[config.mk]
export PLATFORM = sky130hd
export DESIGN_NAME = dma2_cs_engine
export DESIGN_NICKNAME = d
export VERILOG_FILES = /design/src/rtl/dma2_pkg.sv /design/src/rtl/dma2_chan_regs.sv /design/src/rtl/dma2_fixed_arb.sv /design/src/rtl/dma2_xfer_fsm.sv /design/src/rtl/dma2_cs_engine.sv
export SDC_FILE = /design/constraint.sdc
export NUM_CORES = 1
export LEC_CHECK = 0
export ABC_AREA = 1
export BUFFER_PORTS_ARGS = -buffer_cell sky130_fd_sc_hd__buf_2
export CORE_UTILIZATION = 60
export DETAILED_ROUTE_END_ITERATION = 10
export PLACE_DENSITY = 0.78
export SKIP_CTS_REPAIR_TIMING = 1
export SLEW_MARGIN = 20
export SYNTH_ARGS = -nofsm -noshare
export SYNTH_HDL_FRONTEND = slang
export SYNTH_SLANG_ARGS = --single-unit
[constraint.sdc]
create_clock -name clk -period 2.3 [get_ports clk]
set_input_delay 0.69 -clock clk [delete_from_list [all_inputs] [get_ports clk]]
set_output_delay 0.69 -clock clk [all_outputs]
set_load 0.01 [all_outputs]
[src/rtl/dma2_pkg.sv]
package dma2_pkg;
   typedef enum logic [1:0] {XS_IDLE, XS_READ, XS_WRITE, XS_DONE} xfer_state_t;

   localparam logic [2:0] SEL_SRC  = 3'd0;
   localparam logic [2:0] SEL_DST  = 3'd1;
   localparam logic [2:0] SEL_CNT  = 3'd2;
   localparam logic [2:0] SEL_CTRL = 3'd3;
   localparam logic [2:0] SEL_OPER = 3'd4;

   localparam int CB_EN   = 0;
   localparam int CB_END  = 1;
   localparam int CB_IE   = 2;
   localparam int CB_SINC = 3;
   localparam int CB_DINC = 4;
endpackage

[src/rtl/dma2_chan_regs.sv]
module dma2_chan_regs
   import dma2_pkg::*;
#(
   parameter int AW   = 16,
   parameter int CW   = 16,
   parameter int STEP = 1
) (
   input  logic          clk,
   input  logic          rst_n,
   input  logic          wr_en,
   input  logic [2:0]    wr_sel,
   input  logic [AW-1:0] wr_data,
   input  logic          step,
   output logic [AW-1:0] src_addr,
   output logic [AW-1:0] dst_addr,
   output logic          ch_en,
   output logic          ch_end,
   output logic          cnt_nz,
   output logic          irq
);
   localparam logic [AW-1:0] INC = AW'(STEP);

   logic [CW-1:0] cnt_q;
   logic          ie_q, sinc_q, dinc_q;

   always_ff @(posedge clk or negedge rst_n) begin
      if (!rst_n) begin
         src_addr <= '0;
         dst_addr <= '0;
         cnt_q    <= '0;
         ch_en    <= 1'b0;
         ch_end   <= 1'b0;
         ie_q     <= 1'b0;
         sinc_q   <= 1'b0;
         dinc_q   <= 1'b0;
      end else if (wr_en) begin
         case (wr_sel)
            SEL_SRC:  src_addr <= wr_data;
            SEL_DST:  dst_addr <= wr_data;
            SEL_CNT:  cnt_q    <= wr_data[CW-1:0];
            SEL_CTRL: begin
               ch_en  <= wr_data[CB_EN];
               ie_q   <= wr_data[CB_IE];
               sinc_q <= wr_data[CB_SINC];
               dinc_q <= wr_data[CB_DINC];
               ch_end <= wr_data[CB_EN] ? 1'b0 : (ch_end & wr_data[CB_END]);
            end
            default: ;
         endcase
      end else if (step) begin
         if (sinc_q) src_addr <= src_addr + INC;
         if (dinc_q) dst_addr <= dst_addr + INC;
         cnt_q <= cnt_q - 1'b1;
         if (cnt_q == CW'(1)) ch_end <= 1'b1;
      end
   end

   assign cnt_nz = (cnt_q != '0);
   assign irq    = ch_end & ie_q;

   AST_END_HOLD: assert property (@(posedge clk) disable iff (!rst_n)
      (ch_end && !(wr_en && wr_sel == SEL_CTRL)) |=> ch_end);
   AST_STEP_HAS_COUNT: assert property (@(posedge clk) disable iff (!rst_n)
      step |-> (cnt_q != '0 && !ch_end));
endmodule

[src/rtl/dma2_fixed_arb.sv]
module dma2_fixed_arb #(
   parameter int N  = 2,
   parameter int IW = 1
) (
   input  logic [N-1:0]  req,
   output logic [N-1:0]  gnt,
   output logic          gnt_any,
   output logic [IW-1:0] gnt_idx
);
   always_comb begin
      gnt     = '0;
      gnt_idx = '0;
      for (int i = N - 1; i >= 0; i--) begin
         if (req[i]) begin
            gnt     = '0;
            gnt[i]  = 1'b1;
            gnt_idx = IW'(i);
         end
      end
      gnt_any = |req;
   end
endmodule

[src/rtl/dma2_xfer_fsm.sv]
module dma2_xfer_fsm
   import dma2_pkg::*;
#(
   parameter int AW = 16,
   parameter int DW = 8,
   parameter int N  = 2,
   parameter int IW = 1
) (
   input  logic          clk,
   input  logic          rst_n,
   input  logic          start,
   input  logic [IW-1:0] start_idx,
   input  logic [AW-1:0] start_src,
   input  logic [AW-1:0] start_dst,
   input  logic [DW-1:0] mem_rdata,
   input  logic          mem_ready,
   output logic [AW-1:0] mem_addr,
   output logic          mem_rd,
   output logic          mem_wr,
   output logic [DW-1:0] mem_wdata,
   output logic [N-1:0]  step,
   output logic          busy
);
   xfer_state_t   state_q;
   logic [IW-1:0] cur_q;
   logic [AW-1:0] src_q, dst_q;
   logic [DW-1:0] data_q;

   always_ff @(posedge clk or negedge rst_n) begin
      if (!rst_n) begin
         state_q <= XS_IDLE;
         cur_q   <= '0;
         src_q   <= '0;
         dst_q   <= '0;
         data_q  <= '0;
      end else begin
         case (state_q)
            XS_IDLE: if (start) begin
               cur_q   <= start_idx;
               src_q   <= start_src;
               dst_q   <= start_dst;
               state_q <= XS_READ;
            end
            XS_READ: if (mem_ready) begin
               data_q  <= mem_rdata;
               state_q <= XS_WRITE;
            end
            XS_WRITE: if (mem_ready) state_q <= XS_DONE;
            default:  state_q <= XS_IDLE;
         endcase
      end
   end

   always_comb begin
      mem_rd    = (state_q == XS_READ);
      mem_wr    = (state_q == XS_WRITE);
      mem_addr  = (state_q == XS_WRITE) ? dst_q : src_q;
      mem_wdata = data_q;
      busy      = (state_q != XS_IDLE);
      for (int i = 0; i < N; i++)
         step[i] = (state_q == XS_DONE) && (cur_q == IW'(i));
   end

   AST_HOLD_CYCLE: assert property (@(posedge clk) disable iff (!rst_n)
      ((mem_rd || mem_wr) && !mem_ready) |=> ((mem_rd || mem_wr) && $stable(mem_addr)));
   AST_READ_THEN_WRITE: assert property (@(posedge clk) disable iff (!rst_n)
      (mem_rd && mem_ready) |=> mem_wr);
   AST_BUS_RELEASE: assert property (@(posedge clk) disable iff (!rst_n)
      (mem_wr && mem_ready) |=> (!mem_rd && !mem_wr && step != '0));
endmodule

[src/rtl/dma2_cs_engine.sv]
module dma2_cs_engine
   import dma2_pkg::*;
#(
   parameter int NCH = 2,
   parameter int AW  = 16,
   parameter int DW  = 8,
   parameter int CW  = 16,
   localparam int IW = (NCH > 1) ? $clog2(NCH) : 1
) (
   input  logic           clk,
   input  logic           rst_n,
   input  logic           cfg_we,
   input  logic [IW-1:0]  cfg_ch,
   input  logic [2:0]     cfg_sel,
   input  logic [AW-1:0]  cfg_wdata,
   input  logic [NCH-1:0] dreq,
   output logic [NCH-1:0] dack,
   output logic [NCH-1:0] irq,
   output logic [AW-1:0]  mem_addr,
   output logic           mem_rd,
   output logic           mem_wr,
   output logic [DW-1:0]  mem_wdata,
   input  logic [DW-1:0]  mem_rdata,
   input  logic           mem_ready
);
   localparam int STEP = DW / 8;

   if (NCH < 1 || NCH > 16) begin : g_bad_nch
      $error("NCH out of range");
   end
   if (DW < 8 || (DW % 8) != 0) begin : g_bad_dw
      $error("DW must be a whole number of bytes");
   end
   if (CW < 1 || CW > AW) begin : g_bad_cw
      $error("CW must fit in the write data");
   end

   logic           master_en;
   logic [NCH-1:0] ch_en, ch_end, cnt_nz, step, elig, gnt;
   logic [AW-1:0]  src_v [NCH];
   logic [AW-1:0]  dst_v [NCH];
   logic           gnt_any, busy;
   logic [IW-1:0]  gnt_idx;

   always_ff @(posedge clk or negedge rst_n) begin
      if (!rst_n)                               master_en <= 1'b0;
      else if (cfg_we && cfg_sel == SEL_OPER)   master_en <= cfg_wdata[0];
   end

   for (genvar i = 0; i < NCH; i++) begin : g_ch
      dma2_chan_regs #(.AW(AW), .CW(CW), .STEP(STEP)) regs_i (
         .clk      (clk),
         .rst_n    (rst_n),
         .wr_en    (cfg_we && cfg_sel != SEL_OPER && cfg_ch == IW'(i)),
         .wr_sel   (cfg_sel),
         .wr_data  (cfg_wdata),
         .step     (step[i]),
         .src_addr (src_v[i]),
         .dst_addr (dst_v[i]),
         .ch_en    (ch_en[i]),
         .ch_end   (ch_end[i]),
         .cnt_nz   (cnt_nz[i]),
         .irq      (irq[i])
      );
      assign elig[i] = master_en & ch_en[i] & ~ch_end[i] & cnt_nz[i] & dreq[i] & ~busy;
   end

   dma2_fixed_arb #(.N(NCH), .IW(IW)) arb_i (
      .req     (elig),
      .gnt     (gnt),
      .gnt_any (gnt_any),
      .gnt_idx (gnt_idx)
   );

   dma2_xfer_fsm #(.AW(AW), .DW(DW), .N(NCH), .IW(IW)) fsm_i (
      .clk       (clk),
      .rst_n     (rst_n),
      .start     (gnt_any),
      .start_idx (gnt_idx),
      .start_src (src_v[gnt_idx]),
      .start_dst (dst_v[gnt_idx]),
      .mem_rdata (mem_rdata),
      .mem_ready (mem_ready),
      .mem_addr  (mem_addr),
      .mem_rd    (mem_rd),
      .mem_wr    (mem_wr),
      .mem_wdata (mem_wdata),
      .step      (step),
      .busy      (busy)
   );

   assign dack = step;

   AST_GNT_ONEHOT: assert property (@(posedge clk) disable iff (!rst_n)
      $onehot0(gnt));
   AST_CH0_FIRST: assert property (@(posedge clk) disable iff (!rst_n)
      elig[0] |-> gnt[0]);
   AST_MASTER_GATE: assert property (@(posedge clk) disable iff (!rst_n)
      (!master_en && !busy) |=> !mem_rd);
   AST_DACK_ONE_CYCLE: assert property (@(posedge clk) disable iff (!rst_n)
      (dack != '0) |=> (dack == '0));
endmodule

== After elaboration in Yosys (flattened, before gate mapping) ==
Cells that the tools add are included.

* Logic and storage cells: 145
* Bits of input ports: 34
* Register bits: 150

* Reduce and logical (&&, ||, !) cells: 33
* Add/subtract/negate cells: 6
* Order comparisons: 1
* Muxes and demuxes: 42
* Equal/unequal tests: 21
* Bitwise operators: 20

{| class="wikitable"
|+ Operators with widths
! operator !! number
|-
| $mux W16 || 26
|-
| $add A16 B1 Y16 const B || 4
|-
| $eq A16 B1 Y1 const B || 2
|-
| $reduce_bool A16 Y1 || 2
|-
| $sub A16 B1 Y16 const B || 2
|-
| $reduce_and A3 Y1 || 7
|-
| $ne A2 B2 Y1 const B || 9
|-
| $reduce_bool A2 Y1 || 9
|-
| $and A1 B1 Y1 || 14
|-
| $mux W1 || 12
|-
| $reduce_and A2 Y1 || 6
|-
| $eq A3 B2 Y1 const B || 2
|-
| $logic_and A1 B1 Y1 || 6
|-
| $mux W2 || 3
|-
| $pmux W2 S3 || 1
|-
| $not A1 Y1 || 5
|-
| $eq A2 B2 Y1 const B || 2
|-
| $ne A2 B1 Y1 const B || 2
|-
| $eq A3 B1 Y1 const B || 1
|-
| $eq A3 B3 Y1 const B || 1
|-
| $logic_not A3 Y1 || 1
|-
| $ne A3 B3 Y1 const B || 1
|-
| $eq A2 B1 Y1 const B || 1
|-
| $ge A2 B2 Y1 const B || 1
|-
| other kinds (3) || 3
|}

== Logic depth before layout (Yosys ltp) ==
* Depth in word-level cells: 11
* Gate-level depth with buffers: 11
* Gate-level depth less buffers: 10

== Modules after synthesis ==
Synthesis repeated with hierarchy kept, for this count alone.

* Cells, all modules: 1426
* Area total of the unflattened synthesis: 9769.4 um^2

{| class="wikitable"
|+ By module, submodules not included
! module !! instances !! cells an instance !! sequential area each (um^2) !! area each (um^2)
|-
| dma2_chan_regs || 2 || 528 || 1326.3 || 3519.6
|-
| dma2_xfer_fsm || 1 || 242 || 1076.0 || 1985.7
|-
| dma2_cs_engine || 1 || 122 || 25.0 || 714.4
|-
| dma2_fixed_arb || 1 || 6 || 0.0 || 30.0
|}

== Least setup slack after synthesis ==
Ideal clock, no wire load.

* Path type: register to output
* From: register fsm_i.state_q[0]
* To: output port mem_addr[0]
* Slack: 114 ps
* Data arrival time: 1496 ps
* Required time: 1610 ps
* Stages on the path, launching flop included: 8
* Cell sequence: dfrtp_1 -> inv_1 -> ha_1 -> clkbuf_1 -> inv_1 -> clkbuf_1 -> nand2_1 -> nand2_1

* Word-level cells in the longest chain between the ends: 2

{| class="wikitable"
|+ Ends and longest elaborated chain
! item !! RTL line !! source
|-
| start: declaration || dma2_xfer_fsm.sv:24 || <nowiki>xfer_state_t state_q;</nowiki>
|-
| start signal: assignment || dma2_xfer_fsm.sv:31 || <nowiki>state_q <= XS_IDLE;</nowiki>
|-
| start signal: assignment || dma2_xfer_fsm.sv:42 || <nowiki>state_q <= XS_READ;</nowiki>
|-
| start signal: assignment || dma2_xfer_fsm.sv:46 || <nowiki>state_q <= XS_WRITE;</nowiki>
|-
| $eq A2 B2 Y1 || n/a ||
|-
| named net mem_wr || dma2_cs_engine.sv:21 || <nowiki>output logic mem_wr,</nowiki>
|-
| $mux W16 || dma2_xfer_fsm.sv:57 || <nowiki>mem_addr = (state_q == XS_WRITE) ? dst_q : src_q;</nowiki>
|-
| end: declaration || dma2_cs_engine.sv:19 || <nowiki>output logic [AW-1:0] mem_addr,</nowiki>
|}

The timed path passes the listed nets, and every way through them passes these cells.

== Worst setup path after layout ==
* From: register fsm_i.state_q[0]
* To: output port mem_addr[0]

* Word-level cells in the longest chain between the ends: 2

{| class="wikitable"
|+ Ends and longest elaborated chain
! item !! RTL line
|-
| $eq A2 B2 Y1 || dma2_xfer_fsm.sv:57
|-
| $mux W16 || dma2_xfer_fsm.sv:57
|}

No other way between the ends.

==> summary.md <==
| Metric | Value |
|---|---|
| Status | `finished, violations left` |
| Failing checks | `negative setup slack` |
| Worst Path Required | `1610 ps` |
| Reg2reg end | `fsm_i.src_q[13]$_DFFE_PN0P_` |
| Max Cap Violations | `0` |
| Routed Antenna Nets | `0` |
| HPWL after DPL | `19900 um` |
| Residual DRC count | `0` |
| Vias post-DR | `9289` |
| Synth Area per Inst | `6.77 um^2` |
| Setup CP Type | `reg -> out` |
| IO Pins | `64` |
| FMAX | `429 MHz` |
| Reported net switching power | `5.34 mW` |
| Share of cells above drive strength 1 | `11.1%` |
| Worst r2r src | `fsm_i.state_q[0]$_DFFE_PN0P_` |
| Cts bufs inserted | `17` |
| Via/cell ratio | `5.73` |
| Core Region | `0.0148 mm^2` |
| Reg area | `0.00376 mm^2` |
| Post-Syn Nets | `1409` |
| Later-pin clock latency in the skew report | `430 ps` |
| Synth Area in XOR/XNOR | `1.71%` |
| Number of synthesized flops with an enable pin | `0` |
| Async SR Flop Fraction | `100%` |
| Post-Synth Simple-Gate Area | `37.8%` |
| Final setup TNS | `-72.0 ps` |
| Largest net degree at the start of global routing | `52` |
| Post-Place Worst Slack | `129 ps` |
| H-tree Lvls | `4` |
| Reg2Reg Setup Slack | `220 ps` |
| Initial antenna violation count | `0` |
| Register bit total from synthesis | `150` |
| Switching Fraction | `41.4%` |
| Adder-Cell Fraction of Synth Area | `2.04%` |
| Pwr dens | `1230 mW/mm^2` |
| Critical Path AT | `1640 ps` |
| Initial Util | `62.4%` |
| Mux cell area share after synthesis | `0.978%` |
| Slew headroom | `63.7%` |
| Synth cell count leaders | `nand2_1 (472), nor2_1 (195), dfrtp_1 (150)` |
| Register-to-Register Path Depth | `9` |
| Max-slew violations | `0` |
| Synth top area share | `40.8%` |
| Clock Path Buffers | `2` |
| Synth Area in Compound Gates | `8.76%` |
| Yosys synthesis warning count | `0` |
| Final #Nets | `1474` |
| Clk network pwr share | `23.0%` |
| Synth area leaders | `dfrtp_1 (41%), nand2_1 (19%), nor2_1 (7.9%), nand3_1 (7.7%), inv_1 (4.8%)` |
| CTS tree | `done` |
| Final Hold Vio Count | `0` |
| Die Ht | `126 um` |
| Final worst slack | `-30.3 ps` |
| Crit end category | `output pin` |
| Main synth FF type | `dfrtp_1` |
| Startpoint types | `flop` |
| Power, Total | `12.9 mW` |
| Cell with the most instances after synthesis | `nand2_1` |
| Fin area | `0.0105 mm^2` |
| Flop pwr share | `40.1%` |
| Clk slew on worst S/H paths | `60 ps` |
| Vias in the first global route | `8572` |
| Sequential fraction of the synthesis area | `40.8%` |
| Util after Layout | `71.1%` |
| Root Buffer Master | `clkbuf_16` |
| Multi-input combinational cell area | `0.00475 mm^2` |
| Min-delay worst type | `in -> async` |
| Row cnt | `44` |
| N_diodes | `0` |
| Crit path max fanout | `8` |
| Post-DP Area | `0.00979 mm^2` |
| Min cycle time layout | `2330 ps` |
| Global route total overflow | `0` |
| Routability congestion estimate | `0.970` |
| Global-route wire length before repair | `43500 um` |
| Starting DRT DRC Count | `1133` |
| Die area | `0.0158 mm^2` |
| Routed Wire Length | `27000 um` |
| Gr usage total | `35.4%` |
| Wire per inst | `16.7 um` |
| Fillers | `1233` |
| Yosys top cell by area | `dfrtp_1` |
| Cells after synthesis | `1360` |
| Tcrit/Tclk final | `101%` |
| Worst Tran Pin Value | `545 ps` |
| DR pass1 iterations | `7` |
| Syn-to-layout area delta | `13.9%` |
| # port buffers | `63` |
| Setup violators final | `6` |
| Post-synthesis cell area | `0.00921 mm^2` |
| RSZ-0062 raised after global routing | `true` |
| Comb pwr share | `36.9%` |
| Main combinational cell family by area after synthesis | `simple AND/OR/NAND/NOR gates` |
| Worst Skew | `7.02 ps` |
| Die extent in x | `126 um` |
| Synth unique cells | `29` |
| Leak | `5.40 nW` |
| Clk sinks | `150` |
| VDD IR max | `0.748 mV` |
| Pint | `7.56 mW` |
cell families after synthesis:
| group | Yosys count |
|---|---|
| adders and majority gates | 15 |
| xor gates and xnor gates | 18 |
| AOI/OAI and AO/OA | 148 |
| muxes | 8 |
| DFF | 150 |
| and+or+nand+nor | 851 |
| buffers and inverters | 170 |
metrics by stage:
step,hold WS [ps],cells
floorplan,394,1360
global placement,465,1586
detailed placement,463,1586
CTS,232,1617
global route,258,1621
finish,222,1621
flip-flops by register name, summed over array words and instances (netlist names), 8 cells and up:
register	cells
fsm_i.dst_q	16
fsm_i.mem_wdata	8
fsm_i.src_q	16
g_ch.regs_i.cnt_q	32
g_ch.regs_i.dst_addr	32
g_ch.regs_i.src_addr	32
critical path, stage by stage (launching register included):
cell	delay, ps
dfrtp_2	410
inv_2	80
ha_4	180
clkinvlp_4	200
nand2_1	110
nand2_1	80
buf_2	150
worst max path at each step:
stage / start / to / slack, ps / depth (start not counted)
CTS: fsm_i.state_q[0]$_DFFE_PN0P_ / mem_addr[5] / -280 / 6
global placement: cfg_sel[0] / g_ch[1].regs_i.cnt_q[11]$_DFFE_PN0P_ / 170 / 12
global route: fsm_i.state_q[0]$_DFFE_PN0P_ / mem_addr[0] / -100 / 6
finish: fsm_i.state_q[0]$_DFFE_PN0P_ / mem_addr[0] / -30 / 6
floorplan: fsm_i.state_q[0]$_DFFE_PN0P_ / mem_addr[0] / 110 / 7
detailed placement: cfg_sel[0] / g_ch[1].regs_i.cnt_q[14]$_DFFE_PN0P_ / 130 / 12
placed cells by master, fill, tap and decap left out, types with 17 or more instances in the layout:
cell / instances
nor2_1: 194
buf_2: 60
buf_4: 22
dfrtp_1: 148
a31oi_1: 39
nand2_1: 468
a21oi_1: 34
clkbuf_16: 17
o21ai_0: 63
inv_1: 116
nand3_1: 142
area by class of cell:
class                   instances  share of cell area [%]
clock buffers                  18                    4.19
clock inverters                13                    1.72
inverters                     122                    4.40
multi-input cells            1040                    45.3
flip-flops and latches        150                    35.8
well taps                     184                    2.20
repair buffers                 93                    6.29
repair inverters                1                  0.0716
metal layers:
layer  share of wire (%)  up-vias  GRT usage [%]
met4                 3.4        0           15.3
met5                   0        -              0
met1                  43     4216           49.9
met3                 9.3       85           6.24
met2                  44      495           53.9
li1                    -     4493              -
power groups by stage:
stage	clock (mW)	sequential, mW	combinational [mW]
4_1_cts	2.98	5.11	4.57
2_1_floorplan	0	4.74	3.39
5_1_grt	3.08	5.33	5.44
6_report	2.97	5.17	4.75
3_5_place_dp	0	5.14	4.53
3_3_place_gp	0	5.11	4.37
Note: power is estimated with default switching activity, not from simulation.
